**src/rtl/dpbm_pkg.sv**
```systemverilog
package dpbm_pkg;

    // Puncture rate codes on rate_sel
    localparam logic [1:0] RATE_12  = 2'b00;
    localparam logic [1:0] RATE_23  = 2'b01;
    localparam logic [1:0] RATE_34  = 2'b10;
    localparam logic [1:0] RATE_12B = 2'b11;

    // Position inside a puncture group, named by the next expected symbol
    typedef enum logic [1:0] {
        ST_A1 = 2'd0,
        ST_A2 = 2'd1,
        ST_B1 = 2'd2,
        ST_C2 = 2'd3
    } grp_state_e;

    localparam int CW_SYMS = 2;
    localparam int CW_CAND = 4;

endpackage

```
**src/rtl/dpbm_depunct.sv**
```systemverilog
module dpbm_depunct
    import dpbm_pkg::*;
#(
    parameter int SYM_W = 3
) (
    input  logic                              clk,
    input  logic                              rst_n,
    input  logic                              accept,
    input  logic [SYM_W-1:0]                  in_sym,
    input  logic [1:0]                        rate_sel,
    input  logic                              hard_sel,
    output logic                              emit,
    output logic [CW_SYMS-1:0][SYM_W-1:0]     g_sym,
    output logic [CW_SYMS-1:0]                g_punct,
    output logic                              hard_lat,
    output logic [1:0]                        rate_lat,
    output grp_state_e                        cur_state
);

    grp_state_e       state_q, state_d;
    logic [SYM_W-1:0] g1_q;

    // State register
    always_ff @(posedge clk) begin
        if (!rst_n) begin
            state_q <= ST_A1;
        end else begin
            state_q <= state_d;
        end
    end

    // Group-start capture of the first symbol and of the rate and mode
    always_ff @(posedge clk) begin
        if (!rst_n) begin
            g1_q     <= '0;
            rate_lat <= RATE_12;
            hard_lat <= 1'b0;
        end else if (accept && state_q == ST_A1) begin
            g1_q     <= in_sym;
            rate_lat <= rate_sel;
            hard_lat <= hard_sel;
        end
    end

    // Next state
    always_comb begin
        state_d = state_q;
        unique case (state_q)
            ST_A1: if (accept) state_d = ST_A2;
            ST_A2: if (accept) begin
                state_d = (rate_lat == RATE_23 || rate_lat == RATE_34) ? ST_B1 : ST_A1;
            end
            ST_B1: if (accept) begin
                state_d = (rate_lat == RATE_34) ? ST_C2 : ST_A1;
            end
            ST_C2: if (accept) state_d = ST_A1;
        endcase
    end

    // Codeword assembly outputs
    always_comb begin
        emit    = 1'b0;
        g_sym   = '0;
        g_punct = '0;
        unique case (state_q)
            ST_A1: begin
                emit = 1'b0;
            end
            ST_A2: begin
                emit     = accept;
                g_sym[0] = g1_q;
                g_sym[1] = in_sym;
            end
            ST_B1: begin
                emit       = accept;
                g_sym[0]   = in_sym;
                g_punct[1] = 1'b1;
            end
            ST_C2: begin
                emit       = accept;
                g_punct[0] = 1'b1;
                g_sym[1]   = in_sym;
            end
        endcase
    end

    assign cur_state = state_q;

endmodule

```
**src/rtl/dpbm_sym_cost.sv**
```systemverilog
module dpbm_sym_cost #(
    parameter int SYM_W = 3,
    parameter int MET_W = 4
) (
    input  logic [SYM_W-1:0] sym,
    input  logic             punct,
    input  logic             hard,
    output logic [MET_W-1:0] cost0,
    output logic [MET_W-1:0] cost1
);

    localparam int LMAX       = (1 << SYM_W) - 1;
    localparam int HALF       = LMAX / 2;
    localparam int PUNCT_SOFT = ((LMAX * LMAX) / 4 + HALF) / LMAX;

    localparam logic [MET_W-1:0] FULL_COST   = MET_W'(LMAX);
    localparam logic [MET_W-1:0] PUNCT_COSTV = MET_W'(PUNCT_SOFT);

    // Scaled squared distance from the bit-0 extreme
    function automatic logic [MET_W-1:0] soft_cost(input logic [SYM_W-1:0] c);
        int v;
        v = int'(c);
        return MET_W'((v * v + HALF) / LMAX);
    endfunction

    always_comb begin
        if (punct) begin
            cost0 = hard ? '0 : PUNCT_COSTV;
            cost1 = hard ? '0 : PUNCT_COSTV;
        end else if (hard) begin
            cost0 = sym[SYM_W-1] ? FULL_COST : '0;
            cost1 = sym[SYM_W-1] ? '0 : FULL_COST;
        end else begin
            cost0 = soft_cost(sym);
            cost1 = soft_cost(~sym);
        end
    end

endmodule

```
**src/rtl/dpbm_metric_reg.sv**
```systemverilog
module dpbm_metric_reg
    import dpbm_pkg::*;
#(
    parameter int MET_W = 4
) (
    input  logic                          clk,
    input  logic                          rst_n,
    input  logic                          emit,
    input  logic [CW_SYMS-1:0][MET_W-1:0] cost0,
    input  logic [CW_SYMS-1:0][MET_W-1:0] cost1,
    output logic                          out_valid,
    output logic [CW_CAND*MET_W-1:0]      out_bm
);

    logic [CW_CAND-1:0][MET_W-1:0] sum_d;

    for (genvar k = 0; k < CW_CAND; k++) begin : g_cand
        localparam int BIT_A = (k / 2) % 2;
        localparam int BIT_B = k % 2;
        logic [MET_W-1:0] part_a, part_b;
        assign part_a   = (BIT_A != 0) ? cost1[0] : cost0[0];
        assign part_b   = (BIT_B != 0) ? cost1[1] : cost0[1];
        assign sum_d[k] = part_a + part_b;
    end

    always_ff @(posedge clk) begin
        if (!rst_n) begin
            out_valid <= 1'b0;
            out_bm    <= '0;
        end else begin
            out_valid <= emit;
            if (emit) begin
                out_bm <= sum_d;
            end
        end
    end

endmodule

```
**src/rtl/dpbm_unit.sv**
```systemverilog
module dpbm_unit
    import dpbm_pkg::*;
#(
    parameter int SYM_W = 3,
    parameter int MET_W = 4
) (
    input  logic                     clk,
    input  logic                     rst_n,
    input  logic                     in_valid,
    output logic                     in_ready,
    input  logic [SYM_W-1:0]         in_sym,
    input  logic [1:0]               rate_sel,
    input  logic                     hard_sel,
    output logic                     out_valid,
    output logic [CW_CAND*MET_W-1:0] out_bm
);

    logic                          rdy_q;
    logic                          accept;
    logic                          emit;
    logic [CW_SYMS-1:0][SYM_W-1:0] g_sym;
    logic [CW_SYMS-1:0]            g_punct;
    logic                          hard_lat;
    logic [1:0]                    rate_lat;
    grp_state_e                    cur_state;
    logic [CW_SYMS-1:0][MET_W-1:0] cost0, cost1;

    always_ff @(posedge clk) begin
        if (!rst_n) begin
            rdy_q <= 1'b0;
        end else begin
            rdy_q <= 1'b1;
        end
    end

    assign in_ready = rdy_q;
    assign accept   = in_valid & rdy_q;

    dpbm_depunct #(.SYM_W(SYM_W)) u_depunct (
        .clk       (clk),
        .rst_n     (rst_n),
        .accept    (accept),
        .in_sym    (in_sym),
        .rate_sel  (rate_sel),
        .hard_sel  (hard_sel),
        .emit      (emit),
        .g_sym     (g_sym),
        .g_punct   (g_punct),
        .hard_lat  (hard_lat),
        .rate_lat  (rate_lat),
        .cur_state (cur_state)
    );

    for (genvar i = 0; i < CW_SYMS; i++) begin : g_slot
        dpbm_sym_cost #(.SYM_W(SYM_W), .MET_W(MET_W)) u_cost (
            .sym   (g_sym[i]),
            .punct (g_punct[i]),
            .hard  (hard_lat),
            .cost0 (cost0[i]),
            .cost1 (cost1[i])
        );
    end

    dpbm_metric_reg #(.MET_W(MET_W)) u_metric (
        .clk       (clk),
        .rst_n     (rst_n),
        .emit      (emit),
        .cost0     (cost0),
        .cost1     (cost1),
        .out_valid (out_valid),
        .out_bm    (out_bm)
    );

endmodule

```
**config.mk**
```make
export PLATFORM = sky130hd
export DESIGN_NAME = dpbm_unit
export DESIGN_NICKNAME = d
export VERILOG_FILES = /design/src/rtl/dpbm_pkg.sv /design/src/rtl/dpbm_depunct.sv /design/src/rtl/dpbm_sym_cost.sv /design/src/rtl/dpbm_metric_reg.sv /design/src/rtl/dpbm_unit.sv
export SDC_FILE = /design/constraint.sdc
export NUM_CORES = 1
export LEC_CHECK = 0
export ABC_AREA = 1
export BUFFER_PORTS_ARGS = -buffer_cell sky130_fd_sc_hd__clkbuf_2
export CAP_MARGIN = 15
export CORE_MARGIN = 2
export CORE_UTILIZATION = 50
export CTS_CLUSTER_SIZE = 28
export DETAILED_ROUTE_END_ITERATION = 6
export GPL_TIMING_DRIVEN = 1
export PLACE_DENSITY = 0.69
export SLEW_MARGIN = 30
export SYNTH_ARGS = -nofsm -noshare
export SYNTH_HDL_FRONTEND = slang
export SYNTH_HIERARCHICAL = 1
export SYNTH_SLANG_ARGS = --single-unit
```
**constraint.sdc**
```tcl
create_clock -name clk -period 4.43 [get_ports clk]
set_input_delay 0.886 -clock clk [delete_from_list [all_inputs] [get_ports clk]]
set_output_delay 0.886 -clock clk [all_outputs]
set_load 0.05 [all_outputs]
```
## After elaboration in Yosys (flattened, before gate mapping)

Cells that the tools add are included.

- Input bits: 9
- Latch bits: 0
- ROM bits: 0
- Flip-flop bits (word level): 26
- Memories kept: 0
- Bits in writable memories: 0

- Magnitude comparators: 0
- Multiplexer cells: 26
- Equality and inequality tests: 9
- $add $sub $neg: 8
- Reduce and logical (&&, ||, !) cells: 6
- Shift-type cells: 0
- Multiply operators: 4
- Divide/modulo/power cells: 4
- Bitwise logic cells: 3

Operators by type and width:

| cell | number |
|---|---|
| 32-bit by 3-bit adder with 32-bit output, second input constant | 4 |
| 32-bit by 4-bit divider with 32-bit output, second input constant | 4 |
| 4-bit 2-to-1 mux | 8 |
| 3-bit by 3-bit multiplier with 6-bit output | 4 |
| 4-bit adder | 4 |
| 3-bit 2-to-1 mux | 5 |
| 2-bit 2-to-1 mux | 7 |
| 2-bit by 1-bit != test with 1-bit output, second input constant | 4 |
| 2-bit one-hot mux with 4 select lines | 1 |
| 2-bit == test, second input constant | 3 |
| 3-bit NOT | 2 |
| 3-bit one-hot mux with 2 select lines | 1 |
| 2-bit by 1-bit == test with 1-bit output, second input constant | 2 |
| 4-bit AND reduction | 1 |
| 1-bit 2-to-1 mux | 3 |
| 3-bit OR reduction | 1 |
| 2-bit zero test | 1 |
| 1-bit one-hot mux with 2 select lines | 1 |
| 2-bit OR reduction | 1 |
| 1-bit AND | 1 |
| 1-bit logical AND | 1 |
| 1-bit logical OR | 1 |

## Logic depth before layout (Yosys ltp)

- Depth in word-level cells: 10
- Mapped depth: 33
- Depth with buffers taken out: 32

## Cells and area by module

The synthesis kept the hierarchy.

Modules (own cells, without submodules):

| module | times used | seq. area each (µm²) | cells each | area an instance (µm²) |
|---|---|---|---|---|
| dpbm_sym_cost | 2 | 0.0 | 141 | 788.3 |
| dpbm_metric_reg | 1 | 340.3 | 151 | 1098.6 |
| dpbm_depunct | 1 | 160.2 | 76 | 511.7 |
| dpbm_unit | 1 | 20.0 | 3 | 27.5 |

## Worst setup path before layout

Ideal clock, no wire load.

- Path kind: input to register
- From: input in_sym[0]
- To: register u_metric.out_bm[14]
- Data arrival time: 4.226 ns
- Library setup time: 0.112 ns
- Stages on the path: 28
- Data required time: 4.318 ns
- Setup slack: 0.092 ns
- Cell sequence: nand2_1 a21oi_1 buf_2 nor2_1 ha_1 nand3_4 nand2_1 inv_1 ha_1 nand2_2 nand2_4 xor2_1 nand2_1 o21ai_0 ha_1 inv_1 nor2_1 inv_1 nand3_1 nand2_1 nand3b_1 nand2_1 nand2_1 ha_1 fa_1 xor2_1 o21ai_2 inv_1

RTL lines:

| what | RTL line | RTL |
|---|---|---|
| from (decl) | dpbm_unit.sv:11 | `input logic [SYM_W-1:0] in_sym,` |
| to (signal assigned) | dpbm_metric_reg.sv:33 | `out_bm <= sum_d;` |
| to (decl) | dpbm_metric_reg.sv:12 | `output logic [CW_CAND*MET_W-1:0] out_bm` |

==> metrics <==
status=completed; area leader, netlist=dfxtp_1; Fin. Hold Viols=0; Slew headroom=68.3%; R2R Path End=u_metric/out_bm[6]$_SDFFE_PN0P_; Final Max Tran Viols=0; GR Util All Layers=22.0%; Post-synth EDFFs=0; Initial DRC Count=163; multiplexer share of the synthesized area=0%; Flop pwr share=11.0%; Residual DRC=0; antenna viol nets, final=0; P&R area growth vs syn=22.5%; height of the chip=84.2 um; first-pass GRT wire length=13,300 um; DP HPWL=6400 um; Synth top area share=between 10% and 20%; Syn. warnings=6; PwrDens=roughly 740 nW/um^2; CP dominant cell by count=nand2_1; Hold Path Cell Cnt=2; Die Wd=84.2 um; min cycle time layout=4.19 ns; per-cell routed wire length=11.5 um; largest net degree at the start of global routing=24; CTS clk-pin slew, worst paths=0.10 ns; R2R cell count=31; Post-Synth Adder-Cell Area=14.9%; CP arrival=4.36 ns; CTS Buf Count=3; synthesized area=3210 um^2; Worst Tran Pin Value=between 0.4 and 0.5 ns; WHS Endpoint=u_depunct/rate_lat[0]$_SDFFE_PN0P_; crit end category=register; async set-reset flop share out of synthesis=0%; Syn Inst Count=around 510; flop and latch count out of synthesis=26; initial antenna violation count=0; WHS=0.467 ns; total leakage power=0.00226 uW; R2R Setup Slk=0.24 ns; final WL=around 7700 um; TritonRoute pass-1 iters=4; worst path required time=4.60 ns; post-synthesis compound-gate area fraction=10.4%; max-cap viol count=0; largest family of logic cells by synthesized area=simple AND/OR/NAND/NOR gates; CP max FO=5; worst vdd ir=427 uV; worst min-delay path startpoint=u_depunct/rate_lat[0]$_SDFFE_PN0P_; n_diodes=0; simple-gate share of the synthesized area=43.5%; Min-Delay Path Class=register to register; Core Area=~6300 um^2; Clock power frac=under 10%; Setup CP Type=register to register; crit start category=register; CP max stage cell=fa_1; Placer Congestion=0.863; post-synthesis sequential area ratio=16.2%; top cells by area, synth=dfxtp_1, nand2_1, ha_1; Internal=between 1000 and 1500 uW; via count=3,291; share of cells above drive strength 1=27.9%; clock sink total=26; Via density=4.96; clock tree buffer depth=2; Cell variety after synth=32; # rows=29; period utilization=94.5%; Hold Buf Count CTS=0; fmax=0.239 GHz; Combinational Power Share=slightly above 80%; PortBufs=26; Post-synth top cells=nand2_1, inv_1, nor2_1; switching power=1540 uW; dpl ws=-0.196 ns; final setup vio count=0; io pins=27; Top FF cell, synth=dfxtp_1; nets@finish=633; number of global-route vias before repair=3,146; Avg Synthesized Cell Area=6.28 um^2; switch share=52.8%; CTS Root Cell=clkbuf_8; CTS tree=done; Die ar.=7090 um^2; H-tree Lvls=1; count leader, synth=nand2_1; RR Startpoint=u_depunct/cur_state[1]$_SDFFE_PN0P_; Slowest Stage Delay on Critical Path=0.38 ns; xor-xnor portion of the synthesized cell area=1.63%; Worst Clk Skew=0.00447 ns; Post-Syn Nets=between 500 and 600; Worst-Skew Late Latency=0.27 ns; Starting Density=51.2%; setup ws final=0.243 ns; Congestion Overflow GR=0
cells in the final DEF (no fill, tap or decap), types with 4 or more instances in the layout:
| cell type | synthesis | final |
|---|---|---|
| o21ai_1 | 5 | 7 |
| o21ai_2 | 8 | 8 |
| nand3_1 | 45 | 45 |
| nand4_2 | 4 | 4 |
| dfxtp_1 | 26 | 25 |
| clkbuf_2 | 0 | 26 |
| fa_1 | 4 | 4 |
| nand3b_1 | 4 | 4 |
| nand2_1 | 132 | 132 |
| inv_1 | 79 | 76 |
| nor2_4 | 2 | 4 |
| o21ai_0 | 23 | 21 |
| ha_2 | 0 | 8 |
| inv_2 | 3 | 6 |
| nor2_2 | 4 | 6 |
| xor2_1 | 6 | 4 |
| buf_4 | 4 | 55 |
| nor2_1 | 66 | 62 |
| ha_1 | 32 | 22 |
| a21oi_1 | 12 | 10 |
| nand3_2 | 6 | 6 |
| nand2_4 | 4 | 4 |
| nand2_2 | 16 | 16 |
| nand4_1 | 4 | 4 |
state kept, by name, summed over array words and instances (netlist names):
register,flops
in_ready,1
u_depunct/rate_lat,2
u_depunct/hard_lat,1
u_metric/out_valid,1
u_depunct/cur_state,2
u_depunct/g1_q,3
u_metric/out_bm,16
final cells by class:
cell class	instances	area, um^2
clock inverter	1	30.0
tap	77	96.3
clock buffer	3	41.3
inverter	86	343
timing repair buffer	81	543
fill	592	2340
multi-input combinational	390	2360
sequential	26	524
logic make-up after synthesis:
| group | after synthesis |
|---|---|
| adders and majority gates | 36 |
| xor gates and xnor gates | 6 |
| DFF | 26 |
| buffers and inverters | 96 |
| and+or+nand+nor | 294 |
| AOI/OAI and AO/OA | 54 |
routing by layer:
layer	global-route usage (%)	part of all wire, %	vias to the layer above
met5	0	0	-
met4	2.64	0.30	0
met3	1.77	3.4	2
met2	40.3	49	54
met1	28.9	47	1477
li1	-	-	1758
power groups by stage:
stage	clock (uW)	sequential, uW	combinational, uW
after global routing	211	325	2700
after CTS	203	316	2290
after floorplan	0	432	1590
after detailed placement	0	321	2270
final	199	320	2390
after global placement	0	321	2220
critical path, delay by kind of cell, from the launching register on:
kind | cells | cell delay, ns
buffers and inverters | 7 | 0.71
adders and majority gates | 6 | 1.44
xor gates and xnor gates | 1 | 0.17
DFF | 1 | 0.37
and+or+nand+nor | 15 | 1.13
AOI/OAI and AO/OA | 2 | 0.28
how the worst max path moves through the flow:
stage / start / endpoint / slack (ns) / cells after the start
after CTS: u_depunct/cur_state[1]$_SDFFE_PN0P_ / u_metric/out_bm[14]$_SDFFE_PN0P_ / 0.05 / 31
after floorplan: in_sym[0] / u_metric/out_bm[14]$_SDFFE_PN0P_ / 0.09 / 28
final: u_depunct/cur_state[1]$_SDFFE_PN0P_ / u_metric/out_bm[6]$_SDFFE_PN0P_ / 0.24 / 31
after detailed placement: in_sym[1] / u_metric/out_bm[6]$_SDFFE_PN0P_ / -0.20 / 29
after global placement: in_sym[0] / u_metric/out_bm[6]$_SDFFE_PN0P_ / -0.15 / 29
after global routing: u_depunct/cur_state[1]$_SDFFE_PN0P_ / u_metric/out_bm[6]$_SDFFE_PN0P_ / -0.03 / 31
timing repair:
| item | CTS | global route |
|---|---|---|
| resized for setup | 0 | 29 |
| setup buffers | 0 | 2 |
| setup endpoints to repair | 0 | 12 |
per-stage QoR:
stage               instances  area, um^2  setup TNS (ns)  power (uW)  util [%]
global route              664        3940         -0.0590        3240      62.7
floorplan                 512        3210               0        2020         -
finish                    664        3940               0        2910      62.7
CTS                       662        3820               0        2810      60.9
global placement          658        3750          -0.188        2540      59.8
detailed placement        658        3750          -0.465        2590      59.8
Note: power is estimated with default switching activity, not from simulation.
